### config.mk
export PLATFORM = sky130hd
export DESIGN_NAME = fan_regbank_top
export DESIGN_NICKNAME = d
export VERILOG_FILES = /design/src/rtl/fanreg_pkg.sv /design/src/rtl/fanreg_ctrl.sv /design/src/rtl/fanreg_data.sv /design/src/rtl/fan_regbank_top.sv
export SDC_FILE = /design/constraint.sdc
export NUM_CORES = 1
export LEC_CHECK = 0
export BUFFER_PORTS_ARGS = -buffer_cell sky130_fd_sc_hd__buf_2
export CORE_MARGIN = 3
export CORE_UTILIZATION = 53
export CTS_CLUSTER_SIZE = 10
export DETAILED_ROUTE_END_ITERATION = 10
export PLACE_DENSITY = 0.8
export SETUP_SLACK_MARGIN = 0.15
export SLEW_MARGIN = 20
export SYNTH_ARGS = -nofsm -noshare
export SYNTH_HDL_FRONTEND = slang
export SYNTH_SLANG_ARGS = --single-unit
### constraint.sdc
create_clock -name clk -period 1.8 [get_ports clk]
set_input_delay 0.09 -clock clk [delete_from_list [all_inputs] [get_ports clk]]
set_output_delay 0.09 -clock clk [all_outputs]
set_load 0.01 [all_outputs]
### src/rtl/fanreg_pkg.sv
package fanreg_pkg;
  localparam int IRQ_W = 4;
  localparam int SRC_PWM_CHG = 0;
  localparam int SRC_TACH_ERR = 1;
  localparam int SRC_TEMP_INC = 2;
  localparam int SRC_NEW_MEAS = 3;

  localparam int OFF_MASK    = 'h40;
  localparam int OFF_PEND    = 'h44;
  localparam int OFF_SRC     = 'h48;
  localparam int OFF_RELEASE = 'h80;
  localparam int OFF_WIDTH   = 'h84;
  localparam int OFF_TACHPER = 'h88;
  localparam int OFF_TACHTOL = 'h8C;
  localparam int OFF_PERIOD  = 'hC0;
  localparam int OFF_MEAS    = 'hC4;
  localparam int OFF_TEMP    = 'hC8;

  typedef enum logic [3:0] {
    RD_NONE, RD_MASK, RD_PEND, RD_SRC, RD_RELEASE, RD_WIDTH,
    RD_TACHPER, RD_TACHTOL, RD_PERIOD, RD_MEAS, RD_TEMP
  } rdSel_e;

  typedef struct packed {
    logic   wrRelease;
    logic   wrWidth;
    logic   wrTachPer;
    logic   wrTachTol;
    logic   wrMask;
    logic   wrPend;
    rdSel_e rdSel;
  } strobes_t;
endpackage

### src/rtl/fanreg_ctrl.sv
module fanreg_ctrl
  import fanreg_pkg::*;
#(
  parameter int ADDR_W = 8
) (
  input  logic [ADDR_W-1:0] busAddr,
  input  logic              busWe,
  output strobes_t          st
);
  localparam logic [ADDR_W-1:0] A_MASK    = ADDR_W'(OFF_MASK);
  localparam logic [ADDR_W-1:0] A_PEND    = ADDR_W'(OFF_PEND);
  localparam logic [ADDR_W-1:0] A_SRC     = ADDR_W'(OFF_SRC);
  localparam logic [ADDR_W-1:0] A_RELEASE = ADDR_W'(OFF_RELEASE);
  localparam logic [ADDR_W-1:0] A_WIDTH   = ADDR_W'(OFF_WIDTH);
  localparam logic [ADDR_W-1:0] A_TACHPER = ADDR_W'(OFF_TACHPER);
  localparam logic [ADDR_W-1:0] A_TACHTOL = ADDR_W'(OFF_TACHTOL);
  localparam logic [ADDR_W-1:0] A_PERIOD  = ADDR_W'(OFF_PERIOD);
  localparam logic [ADDR_W-1:0] A_MEAS    = ADDR_W'(OFF_MEAS);
  localparam logic [ADDR_W-1:0] A_TEMP    = ADDR_W'(OFF_TEMP);

  rdSel_e sel;

  always_comb begin
    unique case (busAddr)
      A_MASK:    sel = RD_MASK;
      A_PEND:    sel = RD_PEND;
      A_SRC:     sel = RD_SRC;
      A_RELEASE: sel = RD_RELEASE;
      A_WIDTH:   sel = RD_WIDTH;
      A_TACHPER: sel = RD_TACHPER;
      A_TACHTOL: sel = RD_TACHTOL;
      A_PERIOD:  sel = RD_PERIOD;
      A_MEAS:    sel = RD_MEAS;
      A_TEMP:    sel = RD_TEMP;
      default:   sel = RD_NONE;
    endcase
  end

  always_comb begin
    st.rdSel     = sel;
    st.wrRelease = busWe && (sel == RD_RELEASE);
    st.wrWidth   = busWe && (sel == RD_WIDTH);
    st.wrTachPer = busWe && (sel == RD_TACHPER);
    st.wrTachTol = busWe && (sel == RD_TACHTOL);
    st.wrMask    = busWe && (sel == RD_MASK);
    st.wrPend    = busWe && (sel == RD_PEND);
  end
endmodule

### src/rtl/fanreg_data.sv
module fanreg_data
  import fanreg_pkg::*;
#(
  parameter int DATA_W = 32,
  parameter int PWM_PERIOD = 5000
) (
  input  logic              clk,
  input  logic              rst_n,
  input  strobes_t          st,
  input  logic [DATA_W-1:0] busWdata,
  output logic [DATA_W-1:0] busRdata,
  input  logic [IRQ_W-1:0]  evtPulse,
  input  logic [DATA_W-1:0] tachMeasIn,
  input  logic [DATA_W-1:0] tempIn,
  input  logic              tempValid,
  output logic              coreRstN,
  output logic [DATA_W-1:0] pwmWidth,
  output logic [DATA_W-1:0] tachExpected,
  output logic [DATA_W-1:0] tachTol,
  output logic [DATA_W-1:0] maskVec,
  output logic [IRQ_W-1:0]  pendVec,
  output logic              irqOut
);
  localparam int PERIOD_SAFE = (PWM_PERIOD == 0) ? 1 : PWM_PERIOD;
  localparam logic [DATA_W-1:0] PERIOD_VAL = DATA_W'(PERIOD_SAFE);

  logic              releaseQ;
  logic [DATA_W-1:0] widthQ, tachPerQ, tachTolQ, maskQ, measQ, tempQ;
  logic [IRQ_W-1:0]  pendQ, pendD, clrVec;

  always_comb begin
    clrVec = st.wrPend ? busWdata[IRQ_W-1:0] : '0;
    pendD  = (pendQ & ~clrVec) | evtPulse;
  end

  always_ff @(posedge clk or negedge rst_n) begin
    if (!rst_n) begin
      releaseQ <= 1'b0;
      widthQ   <= '0;
      tachPerQ <= '0;
      tachTolQ <= '0;
      maskQ    <= '1;
      measQ    <= '0;
      tempQ    <= '0;
      pendQ    <= '0;
    end else begin
      if (st.wrRelease) releaseQ <= busWdata[0];
      if (st.wrWidth)   widthQ   <= busWdata;
      if (st.wrTachPer) tachPerQ <= busWdata;
      if (st.wrTachTol) tachTolQ <= busWdata;
      if (st.wrMask)    maskQ    <= busWdata;
      if (evtPulse[SRC_NEW_MEAS]) measQ <= tachMeasIn;
      if (tempValid)    tempQ    <= tempIn;
      pendQ <= pendD;
    end
  end

  always_comb begin
    unique case (st.rdSel)
      RD_MASK:    busRdata = maskQ;
      RD_PEND:    busRdata = DATA_W'(pendQ);
      RD_SRC:     busRdata = DATA_W'(evtPulse);
      RD_RELEASE: busRdata = DATA_W'(releaseQ);
      RD_WIDTH:   busRdata = widthQ;
      RD_TACHPER: busRdata = tachPerQ;
      RD_TACHTOL: busRdata = tachTolQ;
      RD_PERIOD:  busRdata = PERIOD_VAL;
      RD_MEAS:    busRdata = measQ;
      RD_TEMP:    busRdata = tempQ;
      default:    busRdata = '0;
    endcase
  end

  assign coreRstN     = releaseQ;
  assign pwmWidth     = widthQ;
  assign tachExpected = tachPerQ;
  assign tachTol      = tachTolQ;
  assign maskVec      = maskQ;
  assign pendVec      = pendQ;
  assign irqOut       = |(pendQ & ~maskQ[IRQ_W-1:0]);
endmodule

### src/rtl/fan_regbank_top.sv
module fan_regbank_top
  import fanreg_pkg::*;
#(
  parameter int ADDR_W = 8,
  parameter int DATA_W = 32,
  parameter int PWM_PERIOD = 5000
) (
  input  logic              clk,
  input  logic              rst_n,
  input  logic [ADDR_W-1:0] busAddr,
  input  logic              busWe,
  input  logic [DATA_W-1:0] busWdata,
  output logic [DATA_W-1:0] busRdata,
  input  logic [3:0]        evtPulse,
  input  logic [DATA_W-1:0] tachMeasIn,
  input  logic [DATA_W-1:0] tempIn,
  input  logic              tempValid,
  output logic              coreRstN,
  output logic [DATA_W-1:0] pwmWidth,
  output logic [DATA_W-1:0] tachExpected,
  output logic [DATA_W-1:0] tachTol,
  output logic              irqOut
);
  strobes_t          st;
  logic [DATA_W-1:0] maskVec;
  logic [IRQ_W-1:0]  pendVec;

  fanreg_ctrl #(.ADDR_W(ADDR_W)) uCtrl (
    .busAddr(busAddr), .busWe(busWe), .st(st)
  );

  fanreg_data #(.DATA_W(DATA_W), .PWM_PERIOD(PWM_PERIOD)) uData (
    .clk(clk), .rst_n(rst_n), .st(st), .busWdata(busWdata),
    .busRdata(busRdata), .evtPulse(evtPulse), .tachMeasIn(tachMeasIn),
    .tempIn(tempIn), .tempValid(tempValid), .coreRstN(coreRstN),
    .pwmWidth(pwmWidth), .tachExpected(tachExpected), .tachTol(tachTol),
    .maskVec(maskVec), .pendVec(pendVec), .irqOut(irqOut)
  );
endmodule

==> results.yml <==
run_status:
  run_status: "finished with violations"
  failing_checks: "negative setup slack"
synthesis:
  synth_enable_flop_cells: 0
  synthesized_area_sq_um: 9145
  synthTopCellsByCount: "sky130_fd_sc_hd__dfrtp_1 (165), sky130_fd_sc_hd__mux2_2 (162), sky130_fd_sc_hd__a22oi_1 (43), sky130_fd_sc_hd__nand2_1 (40), sky130_fd_sc_hd__dfstp_2 (32)"
  postSynthAreaPerCell_sq_um: 13.31
  yosysUniqueCellTypes: 52
  synth_warnings: 0
  netlist_top_cells_area: "sky130_fd_sc_hd__dfrtp_1 (45%), sky130_fd_sc_hd__mux2_2 (20%), sky130_fd_sc_hd__dfstp_2 (9.2%), sky130_fd_sc_hd__mux2_1 (3.8%), sky130_fd_sc_hd__a22oi_1 (3.5%)"
  syn_nets: 799
  synth_most_common_cell: "sky130_fd_sc_hd__dfrtp_1"
  postSynth.topFlopCell: "sky130_fd_sc_hd__dfrtp_1"
  synth.ff_latch_count: 197
  synth_top_area_cell: "sky130_fd_sc_hd__dfrtp_1"
  ys_seq_area_share_pct: 54.34
  synth_largest_type_area_fraction_pct: 45.15
  asyncSetResetFlopFracSynth_pct: 100.0
  instance_count_of_the_mapped_netlist: 687
worst_setup_path:
  required_ps: 1710
  regToRegSetupSlack_ps: 430
  arrival_ps: 1860
  worst-path-buf-inv: 1
  setup.worst_path.start_class: "flip-flop"
  critPathSlowestCell: "sky130_fd_sc_hd__dfrtp_1"
  worstPathCellList: "mux2_4 -> a22o_1 -> a221oi_2 -> o21ai_1 -> buf_2"
  cp_max_fo: 2
  timing.critical_path.slowest_cell_delay_ps: 400
  worstSetupPathType: "reg2out"
  critPathTopFamily: "compound AO/OA/AOI/OAI gates"
  cp-end-kind: "output port"
  regToRegEndpoint: "uData.pendVec[2]$_DFF_PN0_"
  r2r_cells: 3
  crit_path_start: "uData.tachExpected[9]$_DFFE_PN0P_"
  reg2reg_from: "uData.pendVec[2]$_DFF_PN0_"
sta:
  setup_tns_ps: -152.2
  max-slew-margin-rel_pct: 70.73
  fmax_ghz: 0.5122
  worst_slew_pin_slew_ps: 439.1
  timing.final.setup_violations: 1
  final-max-slew-violation-count: 0
  layout_min_cycle_time_ps: 1952
  final.setup.worst_slack_ps: -152.2
  final.period_utilization_pct: 108.5
  fin_worst_skew_ps: 0
  rsz0062_at_grt: "true"
  hold_viol_final: 0
grt:
  grt_antenna_before_repair: 1
  global_route.overflow_total: 0
  first_global_vias: 8361
  grt_max_degree: 54
  grt_usage_pct: 31.97
  grt_first_pass_wirelength_microns: 45450
final_layout:
  postLayoutCellArea_sq_um: 13070
  area_of_the_multi_input_gates_sq_um: 4136
  drive_above_1_share_pct: 54.57
  fillCellCount: 973
  sequential_cell_area_sq_um: 4970
  area_delta_synth_final_pct: 42.88
  design.final.nets: 1193
clock_network:
  path_clk_slew_ps: 80
  cts.sink_count: 197
  cts.path.max_buffers: 2
  clock_insertion_delay_worst_skew_ps: 430
  ctsRootBufferMaster: "sky130_fd_sc_hd__clkbuf_16"
  cts_made_buffers: 17
  clock_tree.htree_level_count: 4
  tritoncts: "done"
power:
  static-leakage-power_nw: 6.452
  power.density_cell_area_nw_per_um2: 757.5
  vdd.ir_drop.worst_uv: 681.0
job:
  maxCapViolCount: 0
worst_hold_path:
  worstHoldPathCells: 3
  min_to: "uData.coreRstN$_DFFE_PN0P_"
  hold_class: "in2reg"
  hold_path_startpoint: "busWe"
routing:
  detailedRoute.firstPassIterationCount: 5
  route.detailed.vias_per_inst: 6.010
  dr.max_layer_used: "met4"
  wirelength_microns: 30590
  met2_length_microns: 15100
  routed_wire_length_per_instance_microns: 23.26
  drt-initial-drc-count: 542
  drcViolationCount: 0
  vias: 7903
  drtAntennaViolNets: 0
  routed_length_on_met1_microns: 11650
  dr_wl_met3_microns: 2754
placement:
  port_buffers: 241
  routabilityCongestion: 0.9265
  post_dp_cell_area_sq_um: 11050
  hpwlAfterDp_microns: 19660
die:
  die-width_microns: 137.4
  core_region_area_sq_um: 16760
  floorplan.rows: 47
  die_area_sq_um: 18870
  die-height_microns: 137.4
  start_util_pct: 54.57
  design.portCount: 242
layer usage:
metal,vias up,global-route usage (%)
met4,0,13.91
met3,92,8.254
li1,3382,-
met1,3964,39.66
met5,-,0
met2,465,53.02
what timing repair did:
action	CTS	global route
setup buffers	13	6
resized for setup	28	34
endpoints found under the setup margin	32	33
hold buffers	103	1
pin swaps	18	13
endpoints found under the hold margin	244	1
layout make-up:
cell class | instances | share of cell area, %
Tap cell | 220 | 2.107
Clock buffer | 17 | 3.256
Antenna cell | 1 | 0.01915
Inverter | 7 | 0.2011
Multi-Input combinational cell | 432 | 31.66
Timing Repair Buffer | 426 | 23.82
Sequential cell | 197 | 38.04
Clock inverter | 15 | 0.9001
registers in the layout, indices dropped and copies added, names as in the netlist:
| signal | cells |
|---|---|
| uData.measQ | 32 |
| uData.pendVec | 4 |
| uData.pwmWidth | 32 |
| uData.maskVec | 32 |
| uData.tachExpected | 32 |
| uData.coreRstN | 1 |
| uData.tachTol | 32 |
| uData.tempQ | 32 |
logic make-up (layout without fill, tap and decap cells):
kind of cell    count (synthesis)  in the layout  synth area share [%]
buf+inv                        58            465                 2.887
flops                         197            197                 54.34
other cells                     0              1                     0
simple gates                   95             95                 5.952
mux                           214            214                 26.39
compound gates                123            123                 10.43
power breakdown:
part	internal [W]	switching (W)
Clock	0.00180	0.00178
Sequential	0.00473	0.000193
Combinational	0.000737	0.000650
worst reg2reg max path, delay by kind of cell (launching register included):
kind                   cells  cell delay (ps)
DFF                        1              380
AOI/OAI and AO/OA          1              150
buffers and inverters      2              720
cell usage in the layout (no fill, tap or decap), drive strengths merged, types with 14 or more instances in the layout:
cell type	n
clkbuf	18
buf	321
o211ai	16
mux2i	15
a22o	21
inv	14
nand2	41
mux2	199
a22oi	43
dlygate4sd3	104
dfstp	32
dfrtp	165
worst max-delay path by stage:
stage | slack, ps | depth (start not counted) | endpoint
after floorplan | 150 | 6 | busRdata[15]
after global placement | -30 | 6 | busRdata[15]
after detailed placement | -60 | 6 | busRdata[15]
after CTS | -70 | 5 | busRdata[9]
after global routing | -180 | 5 | busRdata[9]
final | -150 | 5 | busRdata[9]
stage by stage:
stage	cells	power, W	setup WS (ps)	hold WS [ps]	util [%]
5_1_grt	1315	0.01024	-178.5	128.5	77.96
3_3_place_gp	1159	0.006059	-30.17	75.71	65.94
2_1_floorplan	687	0.005481	150.2	-205.6	-
6_report	1315	0.009898	-152.2	124.7	77.96
4_1_cts	1307	0.009851	-71.07	8.874	76.55
3_5_place_dp	1159	0.006099	-61.06	73.77	65.94
Note: power is estimated with default switching activity, not from simulation.
